### src/rtl/pull_ctl_bank.sv
module pull_ctl_bank #(
  parameter int NPINS = 32,
  parameter int AW    = 3
) (
  input  logic             clk,
  input  logic             rst_n,
  input  logic             wr_en,
  input  logic [AW-1:0]    addr,
  input  logic [NPINS-1:0] wdata,
  output logic [NPINS-1:0] rdata,
  output logic [NPINS-1:0] pu_en,
  output logic [NPINS-1:0] pd_en
);
  localparam logic [AW-1:0] A_PU_ON   = AW'(0);
  localparam logic [AW-1:0] A_PU_OFF  = AW'(1);
  localparam logic [AW-1:0] A_PU_STAT = AW'(2);
  localparam logic [AW-1:0] A_PD_ON   = AW'(3);
  localparam logic [AW-1:0] A_PD_OFF  = AW'(4);
  localparam logic [AW-1:0] A_PD_STAT = AW'(5);

  logic [NPINS-1:0] pu_stat, pd_stat;
  logic [NPINS-1:0] pu_nxt, pd_nxt;

  always_comb begin
    pu_nxt = pu_stat;
    pd_nxt = pd_stat;
    if (wr_en) begin
      unique case (addr)
        A_PU_ON:  pu_nxt = pu_stat & ~(wdata & pd_stat);
        A_PU_OFF: pu_nxt = pu_stat | wdata;
        A_PD_ON:  pd_nxt = pd_stat & ~(wdata & pu_stat);
        A_PD_OFF: pd_nxt = pd_stat | wdata;
        default:  ;
      endcase
    end
  end

  always_ff @(posedge clk or negedge rst_n) begin
    if (!rst_n) begin
      pu_stat <= '0;
      pd_stat <= '1;
    end else begin
      pu_stat <= pu_nxt;
      pd_stat <= pd_nxt;
    end
  end

  always_comb begin
    unique case (addr)
      A_PU_STAT: rdata = pu_stat;
      A_PD_STAT: rdata = pd_stat;
      default:   rdata = '0;
    endcase
  end

  assign pu_en = ~pu_stat;
  assign pd_en = ~pd_stat;
endmodule

### config.mk
export PLATFORM = sky130hd
export DESIGN_NAME = pull_ctl_bank
export DESIGN_NICKNAME = d
export VERILOG_FILES = /design/src/rtl/pull_ctl_bank.sv
export SDC_FILE = /design/constraint.sdc
export NUM_CORES = 1
export LEC_CHECK = 0
export ABC_AREA = 0
export BUFFER_PORTS_ARGS = -buffer_cell sky130_fd_sc_hd__buf_2
export CAP_MARGIN = 20
export CELL_PAD_IN_SITES_DETAIL_PLACEMENT = 1
export CELL_PAD_IN_SITES_GLOBAL_PLACEMENT = 1
export CORE_MARGIN = 2
export CORE_UTILIZATION = 38
export CTS_BUF_LIST = sky130_fd_sc_hd__clkbuf_16
export DETAILED_ROUTE_END_ITERATION = 10
export MAX_ROUTING_LAYER = met4
export PLACE_DENSITY = 0.94
export SYNTH_ARGS = -nofsm -noshare
export SYNTH_HDL_FRONTEND = slang
export SYNTH_SLANG_ARGS = --single-unit
### constraint.sdc
create_clock -name clk -period 2.89 [get_ports clk]
set_input_delay 0 -clock clk [delete_from_list [all_inputs] [get_ports clk]]
set_output_delay 0 -clock clk [all_outputs]
set_load 0.05 [all_outputs]
# Word-level counts from Yosys, hierarchy flattened
# Index checks and enable logic that the tools add are counted.
[word_totals]
out_inout_bits = 96
elab_cells = 25
in_bits = 38
reg_bits = 64
[op_classes]
mux = 3
reduce_logical = 5
bitwise = 10
eq_ne = 5
[op_table]
columns = ["op", "count"]
rows = [
  ["one-hot mux 32 bit (2 select lines)", 3],
  ["AND 32 bit", 4],
  ["inverter 32 bit", 4],
  ["bitwise OR 32 bit", 2],
  ["== test 3 x 2 -> 1 bit, second input constant", 2],
  ["== test 3 bit, second input constant", 2],
  ["AND reduction 2 bit", 2],
  ["nonzero test 2 bit", 2],
  ["== test 3 x 1 -> 1 bit, second input constant", 1],
  ["zero test 3 bit", 1],
]

# Longest topological paths before layout
# Gate-level depths: netlist of run 1.
[depth]
ltp_word = 4
depth_mapped = 5
mapped_depth_nobuf = 3

# Least setup slack after synthesis of run 1
# No wires, ideal clock.
[synth_path]
path_type = "register -> register"
startpoint = "reg pd_stat[17]"
endpoint = "reg pd_stat[17]"
t_required_ps = 2816
arrival_ps = 902
setup_time_ps = 74
path_slack_ps = 1914
stages_incl_launch_ff = 3
path_buffers = 0
period_less_slack_ps = 976
path_cell_list = "dfstp_2 -> inv_1 -> o21ai_1"
[synth_via]
elab_chain_len = 2
word_cells_on_any_way = 3
cone_classes = "mux: 1; bitwise: 2"
[synth_rtl]
columns = ["element", "line_no", "source"]
rows = [
  ["from (decl)", "21", "logic [NPINS-1:0] pu_stat, pd_stat;"],
  ["from (signal assigned)", "44", "pd_stat <= pd_nxt;"],
  ["bitwise OR 32 bit / AND 32 bit (equally long branches)", "32, 31", ""],
  ["one-hot mux 32 bit (2 select lines) (*)", "28", "unique case (addr)"],
]
# Mark *: on every way between the ends. The rest lies on a longest branch, timed or not.
# A chain may end at the register's enable or synchronous reset.

# Worst setup path after layout of run 1
[layout_path]
startpoint = "in addr[1]"
endpoint = "out rdata[1]"
[layout_via]
elab_chain_len = 2
word_cells_on_any_way = 3
cone_classes = "eq/ne: 2; mux: 1"
[layout_rtl]
columns = ["element", "line_no", "source"]
rows = [
  ["from (decl)", "8", "input logic [AW-1:0] addr,"],
  ["== test 3 bit / == test 3 x 2 -> 1 bit (equally long branches)", "49", "unique case (addr)"],
  ["one-hot mux 32 bit (2 select lines) (*)", "49", ""],
  ["to (decl)", "10", "output logic [NPINS-1:0] rdata,"],
]
# Marked as above.

==> results of run 1 <==
[worst min path at each step]
stage            start           to  slack [ns]  depth (start not counted)
2_1_floorplan    rst_n   pu_stat[0]       -0.30                          0
3_3_place_gp     rst_n  pu_stat[10]        0.16                          1
3_5_place_dp     rst_n  pu_stat[10]        0.17                          1
4_1_cts        addr[0]  pd_stat[29]        0.34                          5
5_1_grt        addr[0]  pd_stat[26]        0.40                          5
6_report         rst_n  pu_stat[10]        0.36                          2
[placed cells by master, fill, tap and decap left out]
master                          synthesis  routed
sky130_fd_sc_hd__a21oi_1               32      32
sky130_fd_sc_hd__a22o_1                64      64
sky130_fd_sc_hd__and2_1                 1       1
sky130_fd_sc_hd__and3b_1                1       1
sky130_fd_sc_hd__buf_2                 15     133
sky130_fd_sc_hd__buf_4                  1       7
sky130_fd_sc_hd__bufinv_16              0       1
sky130_fd_sc_hd__clkbuf_16              0       9
sky130_fd_sc_hd__clkinv_1               0       2
sky130_fd_sc_hd__clkinv_2               0       2
sky130_fd_sc_hd__dfrtp_1               32      32
sky130_fd_sc_hd__dfstp_2               32      32
sky130_fd_sc_hd__dlygate4sd3_1          0      33
sky130_fd_sc_hd__inv_1                 64      66
sky130_fd_sc_hd__nand2_1               64      64
sky130_fd_sc_hd__nand3_1               32      32
sky130_fd_sc_hd__nand4b_1               1       1
sky130_fd_sc_hd__nand4bb_2              0       1
sky130_fd_sc_hd__nor3b_4                0       2
sky130_fd_sc_hd__nor4bb_4               0       1
sky130_fd_sc_hd__o21ai_1               32      32
[cells by family (layout without fill, tap and decap cells)]
kind of cell | after synthesis | count (layout) | share of synthesized area, %
AO/OA/AOI/OAI | 128 | 128 | 26.1
buffers and inverters | 89 | 253 | 11.2
flip-flops | 64 | 64 | 48.7
AND/OR/NAND/NOR | 103 | 103 | 14.0
[final cells by class]
class,count,area (µm²),share of cell area [%]
clock buffers,9,225,4.76
repair buffers,173,1050,22.2
multi-input cells,231,1380,29.3
well taps,108,135,2.86
clock inverters,7,55.1,1.16
inverters,64,240,5.08
flip-flops and latches,64,1640,34.7
[registers in the layout, summed over array words and instances (netlist names)]
| name | count |
|---|---|
| pu_stat | 32 |
| pd_stat | 32 |
[power groups by stage]
stage / sequential [mW] / combinational [mW] / clock [mW]
after floorplan: 1.49 / 1.67 / 0
after global placement: 1.55 / 2.10 / 0
after detailed placement: 1.58 / 2.15 / 0
after CTS: 1.57 / 2.19 / 1.04
after global routing: 1.63 / 2.31 / 1.09
final: 1.59 / 2.19 / 1.03
[metrics by stage]
step / area [µm²] / utilization, % / std cells / worst slack, ns
floorplan: 3370 / - / 384 / 1.91
global placement: 4120 / 47.5 / 607 / 1.17
detailed placement: 4120 / 47.5 / 607 / 1.14
CTS: 4730 / 54.5 / 656 / 1.14
global route: 4730 / 54.5 / 656 / 1.08
finish: 4730 / 54.5 / 656 / 1.15
[per-layer routing]
metal / vias to the layer above / GRT usage, % / share of wire (%)
met5: - / - / 0
met4: 0 / 7.17 / 1.7
met3: 22 / 3.87 / 5.3
met2: 139 / 46.2 / 53
met1: 1757 / 29.9 / 40
li1: 1626 / - / -
[critical path, cell delays in order]
cell and delay, ns:
sky130_fd_sc_hd__buf_2 0.19, sky130_fd_sc_hd__nor3b_4 0.69, sky130_fd_sc_hd__buf_4 0.38, sky130_fd_sc_hd__a22o_1 0.20, sky130_fd_sc_hd__buf_2 0.26
==> metrics list, run 1 <==
- After the first detailed-routing iteration, the DRC count stood at 108.
* Layout overhead on the synthesized area: 40.3%
- Reported net switching power: 2.33 mW
* Row cnt: 34
- Final GP Congestion: 0.723
- Total number of nets in the final design: 581
* Initial core utilization: 38.9%
- The largest total area in the synthesized netlist belongs to sky130_fd_sc_hd__dfstp_2.
* Worst reg2reg path endpoint: pu_stat[7]
- The clock reaches the later pin of the worst-skew pair after 0.31 ns.
- Register-to-Register Setup Slack: 1.92 ns
- Using the TritonRoute via totals, the vias-per-cell ratio works out to 5.40.
- The critical path in this run is classified as in2out.
- Across every metal layer, demand over resource in global routing totals 25.7%.
- After layout, the worst path uses 60.1% of the clock period.
- The commonest cells after synthesis are sky130_fd_sc_hd__a22o_1, sky130_fd_sc_hd__inv_1, sky130_fd_sc_hd__nand2_1.
- In this run the horizontal extent of the chip is 98.2 µm.
* Final period demand of the worst path: 1.74 ns
- The via count of the first global-routing pass came to 3887.
- The flow ran to the end, and the final reports show no timing, DRC or antenna violations.
- Setup repair after global routing left no endpoint under its margin.
- The first global-routing pass estimated 19400 µm of wire.
- HPWL reported at the end of detailed placement: 7310 µm
- The worst hold path belongs to the class in2async.
* Die outline area: 0.00964 mm²
- Pin count of the biggest net entering global routing: 41
- Number of flops mapped to enable cells by yosys: 0
- Pwr Total: 4.81 mW
* Clock tree from TritonCTS: done
* Relative contribution of the clock network to total power: 21.4%
- Headroom to the max-slew limit came out at 30.4%.
* Worst setup path end: rdata[1]
* Static power due to leakage: 2.44 nW
* Antenna diode instance count: 0
* Synthesized instance count: 384
- The hold violation count in the final report came to 0.
- Once the clock tree was built, the resizer swapped 0 gates to a different size.
* Root Buffer: sky130_fd_sc_hd__clkbuf_16
* Arrival time reported for the critical path endpoint: 1.74 ns
- Peak supply drop: 483 µV
* Setup Skew: 0.00589 ns
* Part of the total power dissipated in sequential elements: 33.0%
* Count of synthesis-stage warnings from yosys: 0
- DRC errors left: 0
* Clock transition at the registers of the reported paths: 0.05 ns
- Area inside the core boundary: 0.00868 mm²
* Clk buf depth: 2
- After detailed routing, the total wire length is 11800 µm.
- In this run the worst setup path begins at addr[1].
- Buffers placed on the I/O ports in this run total 133.
- In this run, synthesis produced a sequential element count of 64.
* Number of nets still failing antenna checks after routing: 0
- Transition time at the pin with the least slew margin: 1.04 ns
- The share of synthesized area in the top cell type comes to 24.9%.
- Yosys attributes the largest share of cell area to sky130_fd_sc_hd__dfstp_2, sky130_fd_sc_hd__dfrtp_1, sky130_fd_sc_hd__a22o_1, sky130_fd_sc_hd__inv_1, sky130_fd_sc_hd__nand2_1.
- Data on the critical path is required at its endpoint by 2.89 ns.
- The initial antenna violation count is 0.
- Layout filler cell count: 1071
* Launch instance of the worst register-to-register path: pd_stat[7]
* Sw Share: 48.5%
- Detailed-router iteration count before antenna repair: 4
- Post-Syn Nets: 422
- Total number of vias: 3544
- The synthesized netlist contains 18 unique library cells.
* CTS buffer count: 9
- Buffers inserted to repair hold after CTS numbered 33.
* Critical path endpoint category: primary output
- Critical Path Source Type: input port
- Cells with a size suffix above 1 make up 34.3% of the layout.
* Combinational cell fraction of total power: 45.6%
- Cell-internal power: 2.48 mW
- Worst hold slack: 0.359 ns
* Netlist area before placement: 0.00337 mm²
* Vertical extent of the die: 98.2 µm
- Clock tree synthesis found a total of 64 sinks.
* Fmax achieved: 576 MHz
* P per Cell Area: 1020 mW/mm²
- Final-report max-slew violation count: 0
- The most used flip-flop cell after synthesis is sky130_fd_sc_hd__dfstp_2.
- In this run the number of H-tree levels came out at 3.
- Async set-reset flop share out of synthesis: 100%
* R2r worst-path depth: 2
- Remaining Overflow, GRT: 0
* Worst-path maximum fanout: 18
- During I/O placement, the number of pins put on the boundary was 134.
* Postcts setup bufs: 0
- Sequential cells were found to cover 48.7% of the synthesized design area.
* Avg Synthesized Cell Area: 8.78 µm²
- Across the run, the number of max-cap violations was 0.
- Final setup fails: 0
- Setup_tns: 0 ns
- In the final routed layout, each cell accounts on average for 18.0 µm.
No activity file was read; power rests on OpenSTA's default activity.
==> run 2: changes to the inputs <==
--- a/config.mk
+++ b/config.mk
@@ -11,11 +11,11 @@
 export CELL_PAD_IN_SITES_DETAIL_PLACEMENT = 1
 export CELL_PAD_IN_SITES_GLOBAL_PLACEMENT = 1
 export CORE_MARGIN = 2
-export CORE_UTILIZATION = 38
+export CORE_UTILIZATION = 35
 export CTS_BUF_LIST = sky130_fd_sc_hd__clkbuf_16
 export DETAILED_ROUTE_END_ITERATION = 10
 export MAX_ROUTING_LAYER = met4
-export PLACE_DENSITY = 0.94
+export PLACE_DENSITY = 0.88
 export SYNTH_ARGS = -nofsm -noshare
 export SYNTH_HDL_FRONTEND = slang
 export SYNTH_SLANG_ARGS = --single-unit
==> constraint.sdc (replaced) <==
create_clock -name clk -period 1.7 [get_ports clk]
set_input_delay 0 -clock clk [delete_from_list [all_inputs] [get_ports clk]]
set_output_delay 0 -clock clk [all_outputs]
set_load 0.05 [all_outputs]
==> metrics list, run 2 (same netlist as run 1, synthesis figures left out) <==
- Outcome: finished, final reports clean
- Via count normalized by instance count: 5.14 (-4.9%)
* # IOs: 134 (unchanged)
- Fmax achieved: 764 MHz
* Initial core utilization: 36.3% (-2.5 points)
- The wire length of the first global-routing pass was 18200 µm (-5.9%).
- The clock tree skew after final layout came to 0.00693 ns (+0.00104 ns).
- Setup_tns: 0 ns (unchanged)
* Aggregate routed wire length: 11500 µm (-3.1%)
* Total area of sequential cells: 0.00164 mm² (unchanged)
* Cells traversed along the worst timing path: a22o_1, buf_2
- Largest stage delay on the critical path: 0.55 ns (-0.14 ns)
- The initial DRC count was 103 (-4.6%).
- Largest registers in the final layout: pd_stat: 32 flops, pu_stat: 32 flops
* Antenna diode instance count: 0 (unchanged)
- Row cnt: 35 (+2.9%)
- The maximum fanout along the worst path was 3 (-15).
- Number of nets still failing antenna checks after routing: 0 (unchanged)
* Top library cells by usage in the layout, fill and taps aside: sky130_fd_sc_hd__buf_2, sky130_fd_sc_hd__a22o_1, sky130_fd_sc_hd__inv_1, sky130_fd_sc_hd__nand2_1, sky130_fd_sc_hd__dlygate4sd3_1
* Pin count of the biggest net entering global routing: 65 (+59%)
- DRC errors left: 0 (unchanged)
- The power density over cell area was 1730 mW/mm² (+70%).
- Final period demand of the worst path: 1.31 ns
- Slowest stage cell, crit path: sky130_fd_sc_hd__dfstp_2
* Final setup fails: 0 (unchanged)
- Clock net sink count: 64 (unchanged)
- Clk_lat worst skew: 0.32 ns (about the same)
- Type of the worst setup path: reg2out
- Setup repair after global routing missed its margin: no
- Final Hold Violating Endpoints: 0 (unchanged)
* Critical path endpoint category: primary output
* HPWL reported at the end of detailed placement: 7320 µm (+0.11%)
* Total number of vias: 3500 (-1.2%)
* Final critical-path share of the clock period: 77.0%
* Number of global-route vias before repair: 3673 (-5.5%)
- Clk buf depth: 2 (unchanged)
* Clock tree from TritonCTS: done
- Clock transition at the registers of the reported paths: 0.06 ns (about the same)
* Critical Path Source Type: register
- The number of detailed-route iterations in the first pass came to 4 (unchanged).
* Chip width: 102 µm (+4.0%)
- Global-route usage over all layers: 22.8% (-2.9 points)
- The path class of the tightest hold or removal check is in2async.
- Ratio of cells with drive above 1 in the final layout: 35.3% (+1.0 points)
- Rel. slew slack: 72.2% (+42 points)
- The data required time at the worst endpoint was 1.70 ns (-1.19 ns).
- The root buffer cell chosen for the clock tree is sky130_fd_sc_hd__clkbuf_16.
- Final GP Congestion: 0.803 (+11%)
* Arrival time reported for the critical path endpoint: 1.31 ns (-0.43 ns)
- H-Tree Level Count: 3 (unchanged)
- Transition time at the pin with the least slew margin: 0.417 ns (-0.626 ns)
* Remaining Overflow, GRT: 0 (unchanged)
- Die outline area: 0.0104 mm² (+8.2%)
- The total power was 8.38 mW (+74%).
- The worst ir drop on vdd is 757 µV (+57%).
- The initial antenna violation count was 0 (unchanged).
- The layout filler cell count came to 1138 (+6.3%).
* Final-report max-slew violation count: 0 (unchanged)
- The number of buffers created by CTS came to 9 (unchanged).
- The reported max-cap violation count came to 0 (unchanged).
- The y dimension of the die came to 102 µm (+4.0%).
- Total number of nets in the final design: 585 (+0.69%)
- Area inside the core boundary: 0.00928 mm² (+7.0%)
- The mean routed wirelength per cell was 16.8 µm (-6.6%).
- The reported leakage power was 2.46 nW (+1.1%).
* Layout overhead on the synthesized area: 43.5%
- The count of buffers inserted at the top-level ports came to 133 (unchanged).
- Postcts setup bufs: 0 (unchanged)
* Multi-input combinational cell area: 0.00138 mm² (unchanged)
- The count of instances resized after the clock tree is built is 0 (unchanged).
- Most common cell after layout, fill and taps aside: sky130_fd_sc_hd__buf_2
[run 2: changes by cell type in the layout (fill, tap and decap cells not counted), moves of 2 or more]
cell,previous run,this run
sky130_fd_sc_hd__buf_4,7,10
sky130_fd_sc_hd__clkinv_2,2,0
sky130_fd_sc_hd__clkinv_4,0,2
sky130_fd_sc_hd__clkinvlp_4,0,2
sky130_fd_sc_hd__inv_1,66,64
[run 2: what timing repair did]
action                                 4_1_cts  5_1_grt
setup endpoints to repair                    0        0
hold buffers                                33        0
endpoints found under the hold margin      113        0
[run 2: path summary, 6_finish.rpt]
kind | slack (ns) | end | cells after the start | start
max | 0.39 | rdata[11] | 2 | pd_stat[11]
min | 0.24 | pu_stat[16] | 3 | rst_n
max reg2reg | 0.74 | pu_stat[7] | 2 | pd_stat[7]
min reg2reg | 0.50 | pd_stat[10] | 2 | pd_stat[10]
max in group asynchronous | 1.14 | pd_stat[26] | 3 | rst_n
min in group clk | 0.35 | pd_stat[10] | 5 | addr[0]
[run 2: cell type report]
| class | count | share of cell area (%) |
|---|---|---|
| clock inverters | 7 | 1.99 |
| repair buffers | 177 | 22.5 |
| clock buffers | 9 | 4.65 |
| flip-flops and latches | 64 | 33.9 |
| inverters | 64 | 4.96 |
| multi-input cells | 231 | 28.6 |
| well taps | 129 | 3.34 |
[run 2: per-stage QoR]
step | std cells | worst slack (ns) | utilization, % | instance area [µm²] | hold WS (ns)
after floorplan | 384 | 0.724 | - | 3370 | -0.296
after global placement | 632 | 0.506 | 45.1 | 4190 | 0.0427
after detailed placement | 632 | 0.433 | 45.1 | 4190 | 0.0460
after CTS | 681 | 0.423 | 52.1 | 4840 | 0.238
after global routing | 681 | 0.343 | 52.1 | 4840 | 0.271
final | 681 | 0.392 | 52.1 | 4840 | 0.237
[run 2: where the power goes]
group	total, mW	switching [mW]	leakage (nW)	internal, mW
logic	3.71	2.82	1.58	0.893
registers	2.71	0.501	0.730	2.21
clock network	1.96	0.673	0.149	1.28
[run 2: worst max-delay path: cells and delay by family (launching register included)]
family          cells  cell delay, ns
flops               1            0.55
compound gates      1            0.16
buf+inv             1            0.27
[run 2: layer usage]
metal,up-vias,routed length [µm],global-route usage (%)
li1,1635,-,-
met2,114,5630,38.2
met5,-,0,-
met1,1747,5200,28.9
met4,0,50,5.33
met3,4,584,4.17
